$ cat config.mk
export PLATFORM = sky130hd
export DESIGN_NAME = capcmp_array
export DESIGN_NICKNAME = d
export VERILOG_FILES = /design/src/rtl/capcmp_pkg.sv /design/src/rtl/capcmp_timebase.sv /design/src/rtl/capcmp_edge.sv /design/src/rtl/capcmp_channel.sv /design/src/rtl/capcmp_array.sv
export SDC_FILE = /design/constraint.sdc
export NUM_CORES = 1
export LEC_CHECK = 0
export BUFFER_PORTS_ARGS = -buffer_cell sky130_fd_sc_hd__buf_2
export CAP_MARGIN = 20
export CORE_AREA = 2 2 213 215
export DETAILED_ROUTE_END_ITERATION = 16
export DIE_AREA = 0 0 215 217
export PLACE_DENSITY = 0.4
export SYNTH_ARGS = -nofsm -noshare
export SYNTH_HDL_FRONTEND = slang
export SYNTH_SLANG_ARGS = --single-unit
$ cat constraint.sdc
create_clock -name clk -period 5.5 [get_ports clk]
set_input_delay 0.275 -clock clk [delete_from_list [all_inputs] [get_ports clk]]
set_output_delay 0.275 -clock clk [all_outputs]
set_load 0.05 [all_outputs]
$ cat src/rtl/capcmp_pkg.sv
package capcmp_pkg;

  typedef enum logic [2:0] {
    MD_OFF      = 3'd0,
    MD_CAP_RISE = 3'd1,
    MD_CAP_FALL = 3'd2,
    MD_CAP_BOTH = 3'd3,
    MD_ROLL     = 3'd4,
    MD_CMP      = 3'd5,
    MD_PWM      = 3'd6,
    MD_OFF_ALT  = 3'd7
  } cc_mode_e;

  localparam int CTL_IE_BIT  = 3;
  localparam int CTL_CLR_BIT = 4;

endpackage

$ cat src/rtl/capcmp_timebase.sv
module capcmp_timebase #(
  parameter int CW = 16
) (
  input  logic          clk,
  input  logic          rst_n,
  input  logic          run,
  input  logic          cnt_en,
  input  logic          hold,
  output logic [CW-1:0] cnt,
  output logic          adv,
  output logic          roll
);

  logic [CW-1:0] cnt_q, cnt_d;

  always_comb begin
    adv   = run & cnt_en & ~hold;
    roll  = adv & (cnt_q == {CW{1'b1}});
    cnt_d = cnt_q;
    if (adv) cnt_d = cnt_q + 1'b1;
  end

  always_ff @(posedge clk or negedge rst_n) begin
    if (!rst_n) cnt_q <= '0;
    else        cnt_q <= cnt_d;
  end

  assign cnt = cnt_q;

  AST_CNT_FREEZE: assert property (@(posedge clk) disable iff (!rst_n)
    !(run && cnt_en && !hold) |=> $stable(cnt_q));

  AST_CNT_STEP: assert property (@(posedge clk) disable iff (!rst_n)
    (run && cnt_en && !hold) |=> cnt_q == CW'($past(cnt_q) + 1'b1));

endmodule

$ cat src/rtl/capcmp_edge.sv
module capcmp_edge (
  input  logic clk,
  input  logic rst_n,
  input  logic pin_raw,
  output logic rise,
  output logic fall
);

  logic s1_q, s2_q, prev_q;

  always_ff @(posedge clk or negedge rst_n) begin
    if (!rst_n) begin
      s1_q   <= 1'b0;
      s2_q   <= 1'b0;
      prev_q <= 1'b0;
    end else begin
      s1_q   <= pin_raw;
      s2_q   <= s1_q;
      prev_q <= s2_q;
    end
  end

  always_comb begin
    rise = s2_q & ~prev_q;
    fall = ~s2_q & prev_q;
  end

endmodule

$ cat src/rtl/capcmp_channel.sv
module capcmp_channel #(
  parameter int CW = 16,
  parameter int DW = 8
) (
  input  logic          clk,
  input  logic          rst_n,
  input  logic [CW-1:0] cnt,
  input  logic          adv,
  input  logic          roll,
  input  logic          rise,
  input  logic          fall,
  input  logic          ctl_we,
  input  logic          data_we,
  input  logic [CW-1:0] wdata,
  output logic [CW-1:0] data_o,
  output logic          flag_o,
  output logic          ie_o,
  output logic          pin_o
);
  import capcmp_pkg::*;

  cc_mode_e      mode_q, mode_d;
  logic          ie_q, ie_d;
  logic          flag_q, flag_d;
  logic          tog_q, tog_d;
  logic [CW-1:0] data_q, data_d;
  logic [DW-1:0] duty_q, duty_d;
  logic          cap_hit, cmp_hit, roll_hit, evt, lo_wrap, pwm_lvl, clr_req;

  always_comb begin
    cap_hit  = ((mode_q == MD_CAP_RISE) & rise) |
               ((mode_q == MD_CAP_FALL) & fall) |
               ((mode_q == MD_CAP_BOTH) & (rise | fall));
    cmp_hit  = (mode_q == MD_CMP) & adv & (cnt == data_q);
    roll_hit = (mode_q == MD_ROLL) & roll;
    evt      = cap_hit | cmp_hit | roll_hit;
    lo_wrap  = adv & (cnt[DW-1:0] == {DW{1'b1}});
    clr_req  = ctl_we & wdata[CTL_CLR_BIT];
    pwm_lvl  = (cnt[DW-1:0] >= duty_q);
  end

  always_comb begin
    mode_d = mode_q;
    ie_d   = ie_q;
    if (ctl_we) begin
      mode_d = cc_mode_e'(wdata[2:0]);
      ie_d   = wdata[CTL_IE_BIT];
    end
    flag_d = flag_q;
    if (clr_req) flag_d = 1'b0;
    if (evt)     flag_d = 1'b1;
    data_d = data_q;
    if (data_we) data_d = wdata;
    if (cap_hit) data_d = cnt;
    tog_d = tog_q;
    if (cmp_hit) tog_d = ~tog_q;
    if (ctl_we)  tog_d = 1'b0;
    duty_d = duty_q;
    if (lo_wrap) duty_d = data_q[CW-1 -: DW];
  end

  always_ff @(posedge clk or negedge rst_n) begin
    if (!rst_n) begin
      mode_q <= MD_OFF;
      ie_q   <= 1'b0;
      flag_q <= 1'b0;
      data_q <= '0;
      tog_q  <= 1'b0;
      duty_q <= '0;
    end else begin
      mode_q <= mode_d;
      ie_q   <= ie_d;
      flag_q <= flag_d;
      data_q <= data_d;
      tog_q  <= tog_d;
      duty_q <= duty_d;
    end
  end

  always_comb begin
    case (mode_q)
      MD_PWM:  pin_o = pwm_lvl;
      MD_CMP:  pin_o = tog_q;
      default: pin_o = 1'b0;
    endcase
  end

  assign data_o = data_q;
  assign flag_o = flag_q;
  assign ie_o   = ie_q;

  AST_CAP_LOAD: assert property (@(posedge clk) disable iff (!rst_n)
    cap_hit |=> data_q == $past(cnt));

  AST_CMP_TOGGLE: assert property (@(posedge clk) disable iff (!rst_n)
    (cmp_hit && !ctl_we) |=> tog_q != $past(tog_q));

  AST_EVT_FLAG: assert property (@(posedge clk) disable iff (!rst_n)
    evt |=> flag_q);

  AST_FLAG_KEEP: assert property (@(posedge clk) disable iff (!rst_n)
    (flag_q && !clr_req) |=> flag_q);

  AST_DUTY_RELOAD: assert property (@(posedge clk) disable iff (!rst_n)
    lo_wrap |=> duty_q == $past(data_q[CW-1 -: DW]));

endmodule

$ cat src/rtl/capcmp_array.sv
module capcmp_array #(
  parameter int NCH = 5,
  parameter int CW  = 16,
  parameter int DW  = 8,
  localparam int CHW = (NCH > 1) ? $clog2(NCH) : 1
) (
  input  logic           clk,
  input  logic           rst_n,
  input  logic           run,
  input  logic           cnt_en,
  input  logic           hold,
  input  logic [NCH-1:0] pin_in,
  input  logic           wr_en,
  input  logic           wr_sel,
  input  logic [CHW-1:0] wr_ch,
  input  logic [CW-1:0]  wr_data,
  input  logic [CHW-1:0] rd_ch,
  output logic [CW-1:0]  cnt_value,
  output logic [CW-1:0]  rd_data,
  output logic [NCH-1:0] flags,
  output logic [NCH-1:0] pin_out,
  output logic           irq
);

  logic [CW-1:0]  cnt;
  logic           adv, roll;
  logic [NCH-1:0] ies;
  logic [CW-1:0]  ch_data [NCH];

  capcmp_timebase #(.CW(CW)) u_timebase (
    .clk    (clk),
    .rst_n  (rst_n),
    .run    (run),
    .cnt_en (cnt_en),
    .hold   (hold),
    .cnt    (cnt),
    .adv    (adv),
    .roll   (roll)
  );

  for (genvar i = 0; i < NCH; i++) begin : g_ch
    logic rise, fall, ctl_we, data_we;

    assign ctl_we  = wr_en & ~wr_sel & (wr_ch == CHW'(i));
    assign data_we = wr_en &  wr_sel & (wr_ch == CHW'(i));

    capcmp_edge u_edge (
      .clk     (clk),
      .rst_n   (rst_n),
      .pin_raw (pin_in[i]),
      .rise    (rise),
      .fall    (fall)
    );

    capcmp_channel #(.CW(CW), .DW(DW)) u_channel (
      .clk     (clk),
      .rst_n   (rst_n),
      .cnt     (cnt),
      .adv     (adv),
      .roll    (roll),
      .rise    (rise),
      .fall    (fall),
      .ctl_we  (ctl_we),
      .data_we (data_we),
      .wdata   (wr_data),
      .data_o  (ch_data[i]),
      .flag_o  (flags[i]),
      .ie_o    (ies[i]),
      .pin_o   (pin_out[i])
    );
  end

  always_comb begin
    rd_data = '0;
    for (int i = 0; i < NCH; i++) begin
      if (rd_ch == CHW'(i)) rd_data = ch_data[i];
    end
  end

  assign cnt_value = cnt;
  assign irq       = |(flags & ies);

  AST_IRQ_NEEDS_FLAG: assert property (@(posedge clk) disable iff (!rst_n)
    irq |-> (flags != '0));

endmodule

==> flow_summary_export.csv, run 1 <==
group,metric,value,unit
outcome,status,"complete, no violations",
yosys,seq_area_frac_synth,41.2,%
global_route,grtUsageTotal,17.0,%
global_route,grt_remaining_overflow,0,
yosys,avgSynthCellArea,10.1,sq um
setup_path,crit_slowest_cell,"dfrtp_1",
power_and_ir_drop,swShare,39.8,%
timing,period_share,63.3,%
cts,root_buffer,"clkbuf_16",
die,rows,78,
die,coreArea,0.0447,sq mm
power_and_ir_drop,power_density,373,mW/mm^2
finish,area_growth,13.3,%
setup_path,slowest_delay,730,ps
detailed_routing,wl_per_cell,22.4,um
finish,seq_area,0.00453,sq mm
cts,htree_levels,4,
setup_path,crit_arrival,3210,ps
cts,cts.sinks,181,
timing,worstMarginPinSlew,1100,ps
setup_path,critPathKind,"reg -> out",
setup_path,worst_setup_path_start_kind,"register",
detailed_routing,wl_met2,18200,um
detailed_routing,maxUsedRoutingLayer,"met4",
setup_path,worstPathMaxFanout,14,
yosys,synthFlopType,"dfrtp_1",
detailed_routing,drt-met1-wl,17900,um
yosys,ys_async_sr_fraction,100,%
yosys,syn-cell-area,0.0110,sq mm
cts,cts_resized,0,
power_and_ir_drop,p_leak,5.94,nW
detailed_routing,vias,8035,
setup_path,path_cells,"inv_1 > ha_1 > nand2b_1 > a21o_1 > a211oi_1 > or3_1 > a31oi_1 > buf_2",
finish,drive_gt1_share,17.4,%
power_and_ir_drop,p_int,2.80,mW
die,die_y,217,um
finish,fin_area,0.0124,sq mm
detailed_routing,via_per_inst,4.63,
finish,final_cell_mix,"dfrtp_1 (181), nand2_1 (154), mux2i_1 (95)",
power_and_ir_drop,vdd_drop_max,0.152,mV
place,gp_congestion,0.837,
timing,finalSetupViolCount,0,
place,dp_hpwl,27800,um
yosys,yosysUniqueCellTypes,62,
detailed_routing,ant_nets,0,
timing,rsz0062_at_grt,"false",
global_route,grt_pass1_wl,57500,um
global_route,grt_pass1_vias,8137,
place,io_buffers,76,
die,ioPinCount,77,
detailed_routing,drt_pass1_iterations,5,
yosys,ys_ff_latch,181,
detailed_routing,drc_errors,0,
finish,multiInputGateArea,0.00575,sq mm
yosys,syn_nets,1172,
detailed_routing,routed-wl-met3,1600,um
timing,max_clock_freq,287,MHz
yosys,synth_edf_count,0,
die,die_x,215,um
finish,layout.cells.most_common,"dfrtp_1",
timing,clock_skew,14.8,ps
die,die-area,0.0467,sq mm
timing,drv_slew,0,
finish,fin_nets,1208,
cts,post_cts_buffers,0,
cts,path_clk_slew,80,ps
run,max-cap-violations,0,
power_and_ir_drop,power.net_switching,1.85,mW
detailed_routing,drt_iter0_drc,534,
setup_path,end_kind,"output port",
die,start_util,24.6,%
finish,fillers,4769,
yosys,synth_cells,1087,
cts,clockBufferDepth,2,
cts,worstSkewPairLatency,460,ps
global_route,grt_max_degree,163,
power_and_ir_drop,power.share.clock,28.7,%
hold_path,min_path_type,"in -> reg",
power_and_ir_drop,seqPwrFrac,40.5,%
timing,finalSetupTns,0,ps
cts,cts_tree,"done",
detailed_routing,routed_wl,38900,um
power_and_ir_drop,pwr-share-comb,30.8,%
timing,min_period,3480,ps
global_route,antenna_found_initial,0,
place,dpl-instance-area,0.0118,sq mm
timing,hold_viol_final,0,
setup_path,required,5220,ps
cts,cts_buffers,17,
yosys,ys.warnings.count,0,
timing,relSlewSlack,25.8,%
[area by class of cell]
type / count / area share (%)
diodes: 1 / 0.0201
clock buffers: 21 / 3.78
clock inverters: 11 / 1.18
inverters: 52 / 1.57
multi-input cells: 773 / 46.2
flip-flops and latches: 181 / 36.4
well taps: 600 / 6.03
repair buffers: 98 / 4.84
[metal layers]
layer | track usage [%] | vias up
met5 | 0 | -
met4 | 6.94 | 0
met3 | 3.16 | 43
met2 | 27.2 | 170
met1 | 22.7 | 4000
li1 | - | 3822
[state kept, by name, indices dropped and copies added (netlist names)]
signal and cells:
g_ch.u_channel.data_o 80, g_ch.u_channel.duty_q 40, u_timebase.cnt 16, g_ch.u_channel.mode_q 15
g_ch.u_channel.flag_o 5, g_ch.u_channel.ie_o 5, g_ch.u_channel.tog_q 5, g_ch.u_edge.prev_q 5
g_ch.u_edge.s1_q 5, g_ch.u_edge.s2_q 5
[kinds of logic (layout without fill, tap and decap cells)]
family                     after synthesis  count (layout)  synth area share, %
buffers and inverters                  133             182                 6.64
muxes                                  142             142                 14.9
xor gates and xnor gates                95              95                 7.57
and+or+nand+nor                        296             296                 13.9
DFF                                    181             181                 41.2
adders and majority gates               51              51                 5.81
AOI/OAI and AO/OA                      189             189                 9.95
other                                    0               1                    0
[cells in the mapped netlist, drive strengths merged, types with 2 or more instances]
master | count | area [sq um]
xor2 | 57 | 499
and3 | 2 | 12.5
mux2 | 46 | 661
mux2i | 95 | 951
xnor2 | 38 | 333
o21ai | 93 | 465
ha | 51 | 638
nand3 | 17 | 110
a21o | 11 | 82.6
nor2b | 8 | 50.1
a22oi | 16 | 120
nor2 | 36 | 145
nand4 | 21 | 168
or3 | 5 | 31.3
a31oi | 5 | 31.3
a221oi | 2 | 23.8
o211ai | 5 | 37.5
nor3b | 4 | 40.0
dfrtp | 181 | 4530
o22ai | 15 | 93.8
and2 | 4 | 27.5
inv | 52 | 195
nor3 | 5 | 36.3
buf | 52 | 425
nand2 | 155 | 584
clkbuf | 29 | 109
and4b | 2 | 20.0
a211oi | 4 | 30.0
nor4 | 16 | 136
nand3b | 7 | 65.1
a21oi | 33 | 165
or4 | 3 | 22.5
a31o | 2 | 17.5
nand2b | 8 | 57.6
[final timing paths]
path	from	endpoint	slack, ps	depth (start not counted)
max	u_timebase.cnt[0]$_DFFE_PN0N_	pin_out[3]	2020	8
min in group asynchronous	rst_n	g_ch[1].u_edge.s1_q$_DFF_PN0_	230	2
max in group asynchronous	rst_n	g_ch[2].u_channel.data_o[6]$_DFFE_PN0P_	4030	3
max reg2reg	u_timebase.cnt[1]$_DFFE_PN0N_	g_ch[2].u_channel.duty_q[4]$_DFFE_PN0P_	2760	4
min	wr_data[9]	g_ch[3].u_channel.data_o[9]$_DFFE_PN0P_	180	3
min reg2reg	g_ch[3].u_edge.s1_q$_DFF_PN0_	g_ch[3].u_edge.s2_q$_DFF_PN0_	350	0
[power by group through the flow]
stage	registers, mW	logic (mW)	clock network [mW]
6_report	1.88	1.43	1.33
5_1_grt	1.92	1.57	1.42
4_1_cts	1.89	1.45	1.37
3_5_place_dp	1.91	1.43	0
3_3_place_gp	1.91	1.43	0
2_1_floorplan	1.79	0.981	0
[timing repair]
item | in CTS | in global routing
endpoints found under the setup margin | 0 | 0
hold endpoints to repair | 24 | 0
hold buffers | 6 | 0
[per-stage QoR]
step	utilization, %	power (mW)	worst slack (ps)	std cells	hold WS (ps)
floorplan	-	2.77	2990	1087	-20.6
global placement	26.2	3.34	2480	1696	153
detailed placement	26.3	3.35	2480	1697	152
CTS	27.8	4.71	1980	1735	143
global route	27.8	4.91	1910	1736	174
finish	27.8	4.65	2020	1737	177
[critical path, delay by kind of cell (launching register included)]
| kind | cells | cell delay, ps |
|---|---|---|
| flip-flops | 1 | 730 |
| AND/OR/NAND/NOR | 2 | 430 |
| buffers and inverters | 2 | 660 |
| adder cells (fa/ha/maj) | 1 | 350 |
| AO/OA/AOI/OAI | 3 | 590 |
Note: power is estimated with default switching activity, not from simulation.
==> run 2, diff against run 1 <==
--- a/config.mk
+++ b/config.mk
@@ -10,7 +10,7 @@
 export CORE_AREA = 2 2 213 215
 export DETAILED_ROUTE_END_ITERATION = 16
 export DIE_AREA = 0 0 215 217
-export PLACE_DENSITY = 0.4
+export PLACE_DENSITY = 0.41
 export SYNTH_ARGS = -nofsm -noshare
 export SYNTH_HDL_FRONTEND = slang
 export SYNTH_SLANG_ARGS = --single-unit
==> constraint.sdc (replaced) <==
create_clock -name clk -period 2.9 [get_ports clk]
set_input_delay 0.145 -clock clk [delete_from_list [all_inputs] [get_ports clk]]
set_output_delay 0.145 -clock clk [all_outputs]
set_load 0.05 [all_outputs]
==> run 2 against run 1 <==
Design area is 1.8% higher. Count of clock-buffer cells in the layout down 2. Core utilization grew 0.50 points. Flip-flop and latch count is the same. Setup slack lost 1900 ps. Hold slack got worse by 150 ps. Cell count increased by 1.6%. Clock skew is 1.5 ps lower. Critical path type unchanged. Largest cell class unchanged. Largest power group unchanged.
==> flow_summary_export.csv, run 2 (synthesized netlist as in run 1, its figures left out) <==
group,metric,value,unit
outcome,status,"complete, no violations",
finish,fillers,4819,
finish,area_growth,15.3,%
detailed_routing,routed_wl,39900,um
timing,whs,30.5,ps
global_route,use_met1,23.0,%
finish,layout.cells.most_common,"dfrtp_1",
timing,drv_slew,0,
setup_path,required,2760,ps
detailed_routing,via_per_inst,4.66,
setup_path,end_kind,"output port",
setup_path,worstPathMaxFanout,6,
timing,max_clock_freq,365,MHz
timing,period_share,94.5,%
finish,drive_gt1_share,19.4,%
place,dpl.cell_count,1726,
setup_path,worst_setup_path_start_kind,"register",
global_route,grt_max_degree,70,
hold_path,whs_endpoint,"g_ch[1].u_channel.data_o[9]$_DFFE_PN0P_",
die,die-area,0.0467,sq mm
timing,finalSetupViolCount,0,
place,io_buffers,76,
timing,rsz0062_at_grt,"false",
run,max-cap-violations,0,
setup_path,critPathKind,"reg -> out",
cts,root_buffer,"clkbuf_16",
cts,clockBufferDepth,2,
die,start_util,24.6,%
cts,post_cts_buffers,0,
global_route,grtUsageTotal,17.5,%
cts,worstSkewPairLatency,460,ps
timing,worstMarginPinSlew,1090,ps
die,coreArea,0.0447,sq mm
setup_path,rr_startpoint,"u_timebase.cnt[7]$_DFFE_PN0N_",
detailed_routing,drt_pass1_iterations,5,
power_and_ir_drop,vdd_drop_max,0.331,mV
power_and_ir_drop,power_density,694,mW/mm^2
timing,min_period,2740,ps
die,die_x,215,um
setup_path,ff2ff_setup_slack,510,ps
detailed_routing,drc_errors,0,
global_route,grt_pass1_wl,59100,um
cts,cts.sinks,181,
finish,stdcell_count,1764,
power_and_ir_drop,finalPower,8.79,mW
finish,fin_nets,1236,
hold_path,min_path_cells,3,
cts,cts_buffers,17,
power_and_ir_drop,p_leak,6.07,nW
cts,cts_tree,"done",
detailed_routing,vias,8225,
global_route,use_met2,28.4,%
global_route,grt_pass1_vias,8524,
cts,htree_levels,4,
detailed_routing,drt_iter0_drc,666,
setup_path,crit_arrival,2590,ps
timing,clock_skew,13.3,ps
cts,path_clk_slew,80,ps
global_route,use_met3,3.06,%
finish,insertedDiodeCount,0,
finish,largest_reg_flops,80,
global_route,antenna_found_initial,0,
die,rows,78,
timing,relSlewSlack,27.0,%
hold_path,min_from,"wr_data[9]",
detailed_routing,wl_per_cell,22.6,um
place,dp_hpwl,28700,um
setup_path,r2r-end,"g_ch[4].u_channel.tog_q$_DFFE_PN0P_",
hold_path,min_path_type,"in -> reg",
die,die_y,217,um
finish,final_cell_mix,"dfrtp_1 (181), nand2_1 (154), mux2i_1 (95)",
timing,finalSetupTns,0,ps
die,ioPinCount,77,
global_route,grt_remaining_overflow,0,
setup_path,rr_worst_depth,7,
global_route,grt-busiest-layer,"met2",
place,gp_congestion,0.883,
finish,post-route-util,28.3,%
timing,hold_viol_final,0,
detailed_routing,ant_nets,0,
[run 2: worst max-delay path by stage]
stage	to	depth (start not counted)	startpoint	slack, ps
final	pin_out[2]	8	u_timebase.cnt[0]$_DFFE_PN0N_	160
after global routing	pin_out[2]	8	u_timebase.cnt[0]$_DFFE_PN0N_	4
after CTS	pin_out[3]	8	u_timebase.cnt[0]$_DFFE_PN0N_	3
after detailed placement	pin_out[3]	8	u_timebase.cnt[0]$_DFFE_PN0N_	520
after global placement	pin_out[3]	8	u_timebase.cnt[0]$_DFFE_PN0N_	530
after floorplan	pin_out[0]	9	u_timebase.cnt[0]$_DFFE_PN0N_	520
[run 2: per-layer routing]
metal	up-vias	wire [um]
met5	-	0
met4	0	1350
met3	62	1730
met2	208	18700
met1	4084	18200
li1	3871	-
[run 2: what timing repair did]
item                                    CTS  global route
endpoints found under the setup margin    0             2
hold buffers                              6             0
gates resized for setup                   0             2
endpoints found under the hold margin    70             0
[run 2: power breakdown]
group / internal, mW / leakage [nW] / total (mW) / switching [mW]
Sequential: 2.91 / 2.39 / 3.46 / 0.550
Combinational: 1.06 / 3.41 / 2.99 / 1.93
Clock: 1.22 / 0.274 / 2.35 / 1.13
[run 2: layout make-up]
type / count / area, sq um / share of cell area, %
clock buffers: 19 / 443 / 3.50
clock inverters: 13 / 125 / 0.987
inverters: 52 / 195 / 1.54
multi-input cells: 773 / 5760 / 45.4
flip-flops and latches: 181 / 4530 / 35.7
well taps: 600 / 751 / 5.92
repair buffers: 126 / 872 / 6.88
[run 2: per-stage QoR]
step	setup WS [ps]	area, sq um
4_1_cts	2.80	12700
6_report	160	12700
3_5_place_dp	524	12000
3_3_place_gp	531	12000
2_1_floorplan	518	11000
5_1_grt	3.78	12700
[run 2: worst max-delay path, cell delays in order (launching register included)]
cell and delay [ps]:
dfrtp_1 350, inv_1 130, ha_1 300, nand2b_1 90, a21o_1 210, a211oi_1 100, or3_1 400, a31oi_1 250
buf_2 310
